### config.mk
export PLATFORM = sky130hd
export DESIGN_NAME = irq_world_router
export DESIGN_NICKNAME = d
export VERILOG_FILES = /design/src/rtl/irq_rt_pkg.sv /design/src/rtl/irq_cfg_port.sv /design/src/rtl/irq_owner_fsm.sv /design/src/rtl/irq_pend_bank.sv /design/src/rtl/irq_world_router.sv
export SDC_FILE = /design/constraint.sdc
export NUM_CORES = 1
export LEC_CHECK = 0
export ABC_AREA = 1
export BUFFER_PORTS_ARGS = -buffer_cell sky130_fd_sc_hd__buf_2
export CAP_MARGIN = 30
export CORE_AREA = 2 2 98 91
export DETAILED_ROUTE_END_ITERATION = 8
export DIE_AREA = 0 0 100 93
export PLACE_DENSITY_LB_ADDON = 0.3
export RECOVER_POWER = 100
export SYNTH_ARGS = -nofsm -noshare
export SYNTH_HDL_FRONTEND = slang
export SYNTH_HIERARCHICAL = 1
export SYNTH_SLANG_ARGS = --single-unit
### constraint.sdc
create_clock -name clk -period 1.4 [get_ports clk]
set_clock_uncertainty 0.15 [all_clocks]
set_input_delay 0.21 -clock clk [delete_from_list [all_inputs] [get_ports clk]]
set_output_delay 0.21 -clock clk [all_outputs]
set_load 0.005 [all_outputs]
### src/rtl/irq_rt_pkg.sv
`timescale 1ns/1ps
package irq_rt_pkg;
    typedef enum logic [1:0] {
        CLS_NSEC   = 2'b00,
        CLS_SEC    = 2'b01,
        CLS_SWITCH = 2'b10,
        CLS_SPARE  = 2'b11
    } src_class_e;

    typedef enum logic [1:0] {
        OP_CLASS   = 2'b00,
        OP_RESERVE = 2'b01,
        OP_RELEASE = 2'b10,
        OP_NONE    = 2'b11
    } cfg_op_e;

    typedef enum logic {
        OWN_NORMAL = 1'b0,
        OWN_SECURE = 1'b1
    } owner_state_e;

    typedef enum logic {
        ERR_IDLE = 1'b0,
        ERR_FLAG = 1'b1
    } err_state_e;
endpackage

### src/rtl/irq_cfg_port.sv
`timescale 1ns/1ps
module irq_cfg_port
    import irq_rt_pkg::*;
#(
    parameter int NSRC = 16,
    localparam int IDXW = (NSRC > 1) ? $clog2(NSRC) : 1
) (
    input  logic            clk,
    input  logic            rst_n,
    input  logic            cfg_wr,
    input  logic            cfg_ns,
    input  logic [1:0]      cfg_op,
    input  logic [IDXW-1:0] cfg_idx,
    output logic [NSRC-1:0] class_we,
    output logic [NSRC-1:0] rsv_set,
    output logic [NSRC-1:0] rsv_clr,
    output logic            err_o
);
    err_state_e err_q, err_d;
    logic       accept;

    assign accept = cfg_wr && !cfg_ns && (int'(cfg_idx) < NSRC);

    // Decode of accepted writes into per-source strobes.
    always_comb begin
        class_we = '0;
        rsv_set  = '0;
        rsv_clr  = '0;
        if (accept) begin
            unique case (cfg_op_e'(cfg_op))
                OP_CLASS:   class_we[cfg_idx] = 1'b1;
                OP_RESERVE: rsv_set[cfg_idx]  = 1'b1;
                OP_RELEASE: rsv_clr[cfg_idx]  = 1'b1;
                OP_NONE:    ;
            endcase
        end
    end

    // Error flag machine: REJECT enters ERR_FLAG, CALM returns to ERR_IDLE.
    always_comb begin
        unique case (err_q)
            ERR_IDLE: err_d = (cfg_wr && cfg_ns) ? ERR_FLAG : ERR_IDLE;
            ERR_FLAG: err_d = (cfg_wr && cfg_ns) ? ERR_FLAG : ERR_IDLE;
        endcase
    end

    always_ff @(posedge clk) begin
        if (!rst_n) err_q <= ERR_IDLE;
        else        err_q <= err_d;
    end

    always_comb err_o = (err_q == ERR_FLAG);
endmodule

### src/rtl/irq_owner_fsm.sv
`timescale 1ns/1ps
module irq_owner_fsm
    import irq_rt_pkg::*;
(
    input  logic       clk,
    input  logic       rst_n,
    input  logic       class_we,
    input  logic [1:0] class_wdata,
    input  logic       rsv_set,
    input  logic       rsv_clr,
    output logic       to_secure
);
    src_class_e   cls_q;
    owner_state_e st_q, st_d;

    always_ff @(posedge clk) begin
        if (!rst_n)        cls_q <= CLS_NSEC;
        else if (class_we) cls_q <= src_class_e'(class_wdata);
    end

    // Next state: RESERVE, RELEASE, RECLASS.
    always_comb begin
        unique case (st_q)
            OWN_NORMAL: st_d = (!class_we && rsv_set && cls_q == CLS_SWITCH)
                               ? OWN_SECURE : OWN_NORMAL;
            OWN_SECURE: st_d = (class_we || rsv_clr) ? OWN_NORMAL : OWN_SECURE;
        endcase
    end

    always_ff @(posedge clk) begin
        if (!rst_n) st_q <= OWN_NORMAL;
        else        st_q <= st_d;
    end

    always_comb to_secure = (cls_q == CLS_SEC) || (st_q == OWN_SECURE);
endmodule

### src/rtl/irq_pend_bank.sv
`timescale 1ns/1ps
module irq_pend_bank #(
    parameter int NSRC = 16
) (
    input  logic            clk,
    input  logic            rst_n,
    input  logic [NSRC-1:0] src_i,
    input  logic [NSRC-1:0] to_sec,
    input  logic            clr_valid,
    input  logic            clr_ns,
    input  logic [NSRC-1:0] clr_mask,
    output logic [NSRC-1:0] pend_sec,
    output logic [NSRC-1:0] pend_nsec
);
    logic [NSRC-1:0] pend_q;
    logic [NSRC-1:0] owned_by_clr;
    logic [NSRC-1:0] kill;

    assign owned_by_clr = clr_ns ? ~to_sec : to_sec;
    assign kill         = clr_valid ? (clr_mask & owned_by_clr) : '0;

    always_ff @(posedge clk) begin
        if (!rst_n) pend_q <= '0;
        else        pend_q <= (pend_q & ~kill) | src_i;
    end

    assign pend_sec  = pend_q & to_sec;
    assign pend_nsec = pend_q & ~to_sec;
endmodule

### src/rtl/irq_world_router.sv
`timescale 1ns/1ps
module irq_world_router #(
    parameter int NSRC = 16,
    localparam int IDXW = (NSRC > 1) ? $clog2(NSRC) : 1
) (
    input  logic            clk,
    input  logic            rst_n,
    input  logic [NSRC-1:0] src_i,
    input  logic            cfg_wr,
    input  logic            cfg_ns,
    input  logic [1:0]      cfg_op,
    input  logic [IDXW-1:0] cfg_idx,
    input  logic [1:0]      cfg_class,
    input  logic            clr_valid,
    input  logic            clr_ns,
    input  logic [NSRC-1:0] clr_mask,
    output logic            fiq_o,
    output logic            irq_o,
    output logic [NSRC-1:0] pend_sec_o,
    output logic [NSRC-1:0] pend_nsec_o,
    output logic            cfg_err_o
);
    logic [NSRC-1:0] class_we, rsv_set, rsv_clr, to_sec;

    irq_cfg_port #(.NSRC(NSRC)) u_cfg (
        .clk      (clk),
        .rst_n    (rst_n),
        .cfg_wr   (cfg_wr),
        .cfg_ns   (cfg_ns),
        .cfg_op   (cfg_op),
        .cfg_idx  (cfg_idx),
        .class_we (class_we),
        .rsv_set  (rsv_set),
        .rsv_clr  (rsv_clr),
        .err_o    (cfg_err_o)
    );

    for (genvar g = 0; g < NSRC; g++) begin : g_src
        irq_owner_fsm u_own (
            .clk         (clk),
            .rst_n       (rst_n),
            .class_we    (class_we[g]),
            .class_wdata (cfg_class),
            .rsv_set     (rsv_set[g]),
            .rsv_clr     (rsv_clr[g]),
            .to_secure   (to_sec[g])
        );
    end

    irq_pend_bank #(.NSRC(NSRC)) u_pend (
        .clk       (clk),
        .rst_n     (rst_n),
        .src_i     (src_i),
        .to_sec    (to_sec),
        .clr_valid (clr_valid),
        .clr_ns    (clr_ns),
        .clr_mask  (clr_mask),
        .pend_sec  (pend_sec_o),
        .pend_nsec (pend_nsec_o)
    );

    assign fiq_o = |pend_sec_o;
    assign irq_o = |pend_nsec_o;
endmodule

* After elaboration in Yosys (flattened, before gate mapping)
Index checks and enable logic that the tools add are counted.
Storage, ports and cells: register bits 65, bits of input ports 46, output and inout bits 35, logic and storage cells 239
Cells by class: magnitude comparators 2, eq/ne operators 34, mux-type cells 59, bitwise gates (word level) 23, reductions and logical operators 87
Operators by type and width (count):
- two-way mux 16 bit | 8
- bitwise AND 16 bit | 4
- logical AND 1 bit | 35
- == test 2 x 1 -> 1 bit, second input constant | 17
- == test 2 bit, second input constant | 17
- two-way mux 1 bit | 34
- logical OR 1 bit | 32
- inverter 16 bit | 2
- one-hot mux 1 bit (2 select lines) | 16
- OR reduction 16 bit | 2
- logical NOT 1 bit | 17
- inverter 1 bit | 16
- OR 16 bit | 1
- less-than comparator 4 x 5 -> 1 bit, second input constant | 1
- demux 1 bit (select 4 bit) | 1
- >= comparator 4 x 1 -> 1 bit, second input constant | 1
- logical NOT 2 bit | 1

* Depth between registers and ports, before layout
word-level depth 11, gate-level depth with buffers 9, depth with buffers taken out 8

* Cells and area by module
Netlist, hierarchy kept.
Modules (own cells, without submodules):
- irq_owner_fsm | instances 16, cells an instance 20, area an instance 141.4 um^2
- irq_pend_bank | instances 1, cells an instance 232, area an instance 1270.0 um^2
- irq_cfg_port | instances 1, cells an instance 93, area an instance 405.4 um^2
- irq_world_router | instances 1, cells an instance 30, area an instance 112.6 um^2

* Least setup slack after synthesis
OpenSTA, ideal clock, no wires.
kind register -> output, start register g_src[15].u_own.cls_q[0], end output irq_o, data arrival time 1057 ps, data required time 1040 ps, slack -17 ps, stages on the path, launching flop included 8, path buffers 0, cells stage by stage dfxtp_1 -> inv_1 -> o21ai_0 -> nor2_1 -> nor2_1 -> nand2_1 -> nor2_1 -> nand2_1
On the way: word-level cells in the longest chain between the ends 5
Ends and longest elaborated chain:
- from (decl) | RTL line irq_owner_fsm.sv:13 | src_class_e cls_q;
- from (signal assigned) | RTL line irq_owner_fsm.sv:18 | else if (class_we) cls_q <= src_class_e'(class_wdata);
- == test 2 x 1 -> 1 bit | RTL line irq_owner_fsm.sv:35 | always_comb to_secure = (cls_q == CLS_SEC) || (st_q == OWN_SECURE);
- logical OR 1 bit | RTL line irq_owner_fsm.sv:35
- named net to_sec[15] | RTL line irq_world_router.sv:23 | logic [NSRC-1:0] class_we, rsv_set, rsv_clr, to_sec;
- inverter 16 bit | RTL line irq_pend_bank.sv:28 | assign pend_nsec = pend_q & ~to_sec;
- bitwise AND 16 bit | RTL line irq_pend_bank.sv:28
- named net pend_nsec_o[15] | RTL line irq_world_router.sv:20 | output logic [NSRC-1:0] pend_nsec_o,
- OR reduction 16 bit | RTL line irq_world_router.sv:63 | assign irq_o = |pend_nsec_o;
- to (decl) | RTL line irq_world_router.sv:18 | output logic irq_o,
The timed path passes the listed nets, and every way through them passes these cells.

* Worst setup path in the final report
start register g_src[9].u_own.cls_q[0], end output irq_o
On the way: word-level cells in the longest chain between the ends 5
Ends and longest elaborated chain (RTL line):
- from (decl) | irq_owner_fsm.sv:13
- from (signal assigned) | irq_owner_fsm.sv:18
- == test 2 x 1 -> 1 bit | irq_owner_fsm.sv:35
- logical OR 1 bit | irq_owner_fsm.sv:35
- named net to_sec[9] | irq_world_router.sv:23
- inverter 16 bit | irq_pend_bank.sv:28
- bitwise AND 16 bit | irq_pend_bank.sv:28
- OR reduction 16 bit | irq_world_router.sv:63
The timed path passes the listed nets, and every way through them passes these cells.

==> out/metrics.cfg <==
[status]
outcome = finished, violations left
violations = setup timing

[cts]
clock_sinks = 65
root_buffer = clkbuf_8
insertion_delay_ns = 0.36
h-tree-depth = 3
cts_buffer_depth = 2
clk_pin_slew_worst_paths_ns = 0.08
cts_tree = yes
numCtsBuffers = 9

[placement]
place_congestion = 0.8112
hpwl_um = 8123
dpl_cell_area_um2 = 5209
place_inst = 939
io_buffers = 80

[synthesis]
syn_nets = 721
ys_ff_latch = 65
synth_cell_type_count = 17
syn_area_per_cell_um2 = 6.000
syn_inst = 675
seq_area_frac_synth_pct = 32.13
synth_area_um2 = 4050
ys_warn_count = 6

[global_routing]
grt_max_degree = 17
grt_pass1_wl_um = 21870
grt_use_total_pct = 29.88
antenna_found_initial = 0
grt_pass1_vias = 4996
gr-total-overflow = 0

[flow_run]
cap_viol_max_count = 0

[cells_and_area]
layout_common_cells = nor2_1 (145), inv_1 (125), nand2_1 (109)
fin_util_pct = 77.10
antenna_cells = 0
drive_gt1_share_pct = 43.74
layout-area-overhead-vs-synth_pct = 58.54
nNetsFinal = 944
final_common_cell = nor2_1
stdcell_area_um2 = 6421
stdcell_count = 1005

[detailed_routing]
route.vias.total = 5040
wire_per_inst_um = 14.62
drc = 0
finalWirelength_um = 14690
drt_iter0_drc = 290
ant_nets = 0
via_per_inst = 5.015
first_pass_iters = 8

[timing]
worst_pin_slew_ns = 0.4535
clock.fmax_mhz = 509.0
setup_ws_ns = -0.5647
fin_crit_ns = 1.965
hold_ws_ns = 0.08134
rsz0062_at_grt = yes
setup_viol = 34
maxSlewViolCount = 0
relSlewSlack_pct = 69.76
fin_setup_tns_ns = -7.703
period_share_pct = 140.3
hold_viol = 0

[hold_path]
hold_class = input pin to flip-flop

[setup_path]
crit_type = flip-flop to primary output
arrival_ns = 1.60
critPathMaxFanout = 3
crit_path_end_kind = primary output
required_ns = 1.04
r2r_slack_ns = 0.02
worstSetupStartpointType = flip-flop

[power_and_ir_drop]
peakVddDrop_mv = 0.5760
powerDensity_nw_per_um2 = 660.9
leakagePower_nw = 3.107

[floorplanning]
dieWidth_um = 100
die_area_um2 = 9300
start_util_pct = 48.63
ioPinCount = 81
core_um2 = 8328
die_h_um = 93
rows = 32

## worst max-delay path, stage by stage, from the launching register on
cell and delay (ns):
dfxtp_2 0.35, inv_2 0.05, o21ai_2 0.15, buf_6 0.15, nor2_4 0.04, nor2_2 0.10
nand2_2 0.08, nor2_2 0.11, nand2_1 0.08, buf_2 0.13
## per-layer routing
layer	track usage, %	up-vias	part of all wire [%]
met3	6.876	47	6.4
met2	56.53	224	53
met5	0	-	0
li1	-	2424	-
met4	13.58	0	3.1
met1	31.16	2345	38
## per-stage QoR
step | worst slack (ns) | total power, mW
2_1_floorplan | 0.0007688 | 2.209
4_1_cts | -0.4714 | 4.194
6_report | -0.5647 | 4.244
5_1_grt | -0.6326 | 4.393
3_3_place_gp | -0.1879 | 2.440
3_5_place_dp | -0.2154 | 2.453
## where the power goes
part | switching (mW) | total (mW) | internal (mW) | leakage, nW
logic | 0.368 | 0.685 | 0.317 | 2.47
registers | 0.0406 | 1.93 | 1.88 | 0.540
clock network | 0.775 | 1.63 | 0.858 | 0.102
## cells by family (layout without fill, tap and decap cells)
| family | count (synthesis) | after routing | synth area share (%) |
|---|---|---|---|
| compound gates | 80 | 80 | 12.48 |
| buf+inv | 180 | 408 | 18.57 |
| flops | 65 | 65 | 32.13 |
| simple gates | 350 | 350 | 36.82 |
## path summary, 6_finish.rpt
| kind | startpoint | endpoint | cells after the start |
|---|---|---|---|
| max | g_src[9].u_own/cls_q[0]$_SDFFE_PN0P_ | irq_o | 9 |
| min | clr_mask[12] | u_pend/pend_q[12]$_SDFF_PN0_ | 6 |
| max reg2reg | g_src[10].u_own/cls_q[0]$_SDFFE_PN0P_ | u_pend/pend_q[10]$_SDFF_PN0_ | 9 |
| min reg2reg | g_src[4].u_own/st_q$_SDFF_PN0_ | g_src[4].u_own/st_q$_SDFF_PN0_ | 2 |
## registers in the layout (all words and copies together) (netlist names)
name / cells
g_src.u_own/cls_q: 32
g_src.u_own/st_q: 16
u_cfg/err_o: 1
u_pend/pend_q: 16
## what timing repair did
item | 4_1_cts | 5_1_grt
setup buffers | 61 | 11
pin swaps | 43 | 35
setup endpoints to repair | 34 | 39
gates cloned | 0 | 0
gates resized for setup | 154 | 81
hold endpoints to repair | 17 | 0
hold buffers | 18 | 0
## cell usage after synthesis
| library cell | instances | area (um2) |
|---|---|---|
| nand3_1 | 16 | 80.08 |
| buf_6 | 6 | 67.56 |
| nand3_2 | 16 | 160.2 |
| buf_2 | 1 | 5.000 |
| nor2_2 | 16 | 100.1 |
| a21oi_2 | 28 | 245.2 |
| nand2_2 | 3 | 18.77 |
| nor2_1 | 173 | 649.4 |
| and3_1 | 1 | 6.260 |
| nor2_4 | 1 | 11.26 |
| dfxtp_1 | 65 | 1301 |
| o21ai_0 | 16 | 80.08 |
| buf_8 | 2 | 30.03 |
| a21oi_1 | 36 | 180.2 |
| inv_1 | 170 | 638.1 |
| nand2_1 | 124 | 465.5 |
| inv_8 | 1 | 11.26 |
## final cells by class
| cell class | count | area [um2] |
|---|---|---|
| Multi-Input combinational cell | 430 | 2320 |
| Fill cell | 532 | 1907 |
| Timing Repair Buffer | 221 | 1792 |
| Sequential cell | 65 | 1328 |
| Inverter | 171 | 659.4 |
| Clock buffer | 10 | 137.6 |
| Tap cell | 102 | 127.6 |
| Clock inverter | 6 | 57.56 |
No activity file was read; power rests on OpenSTA's default activity.
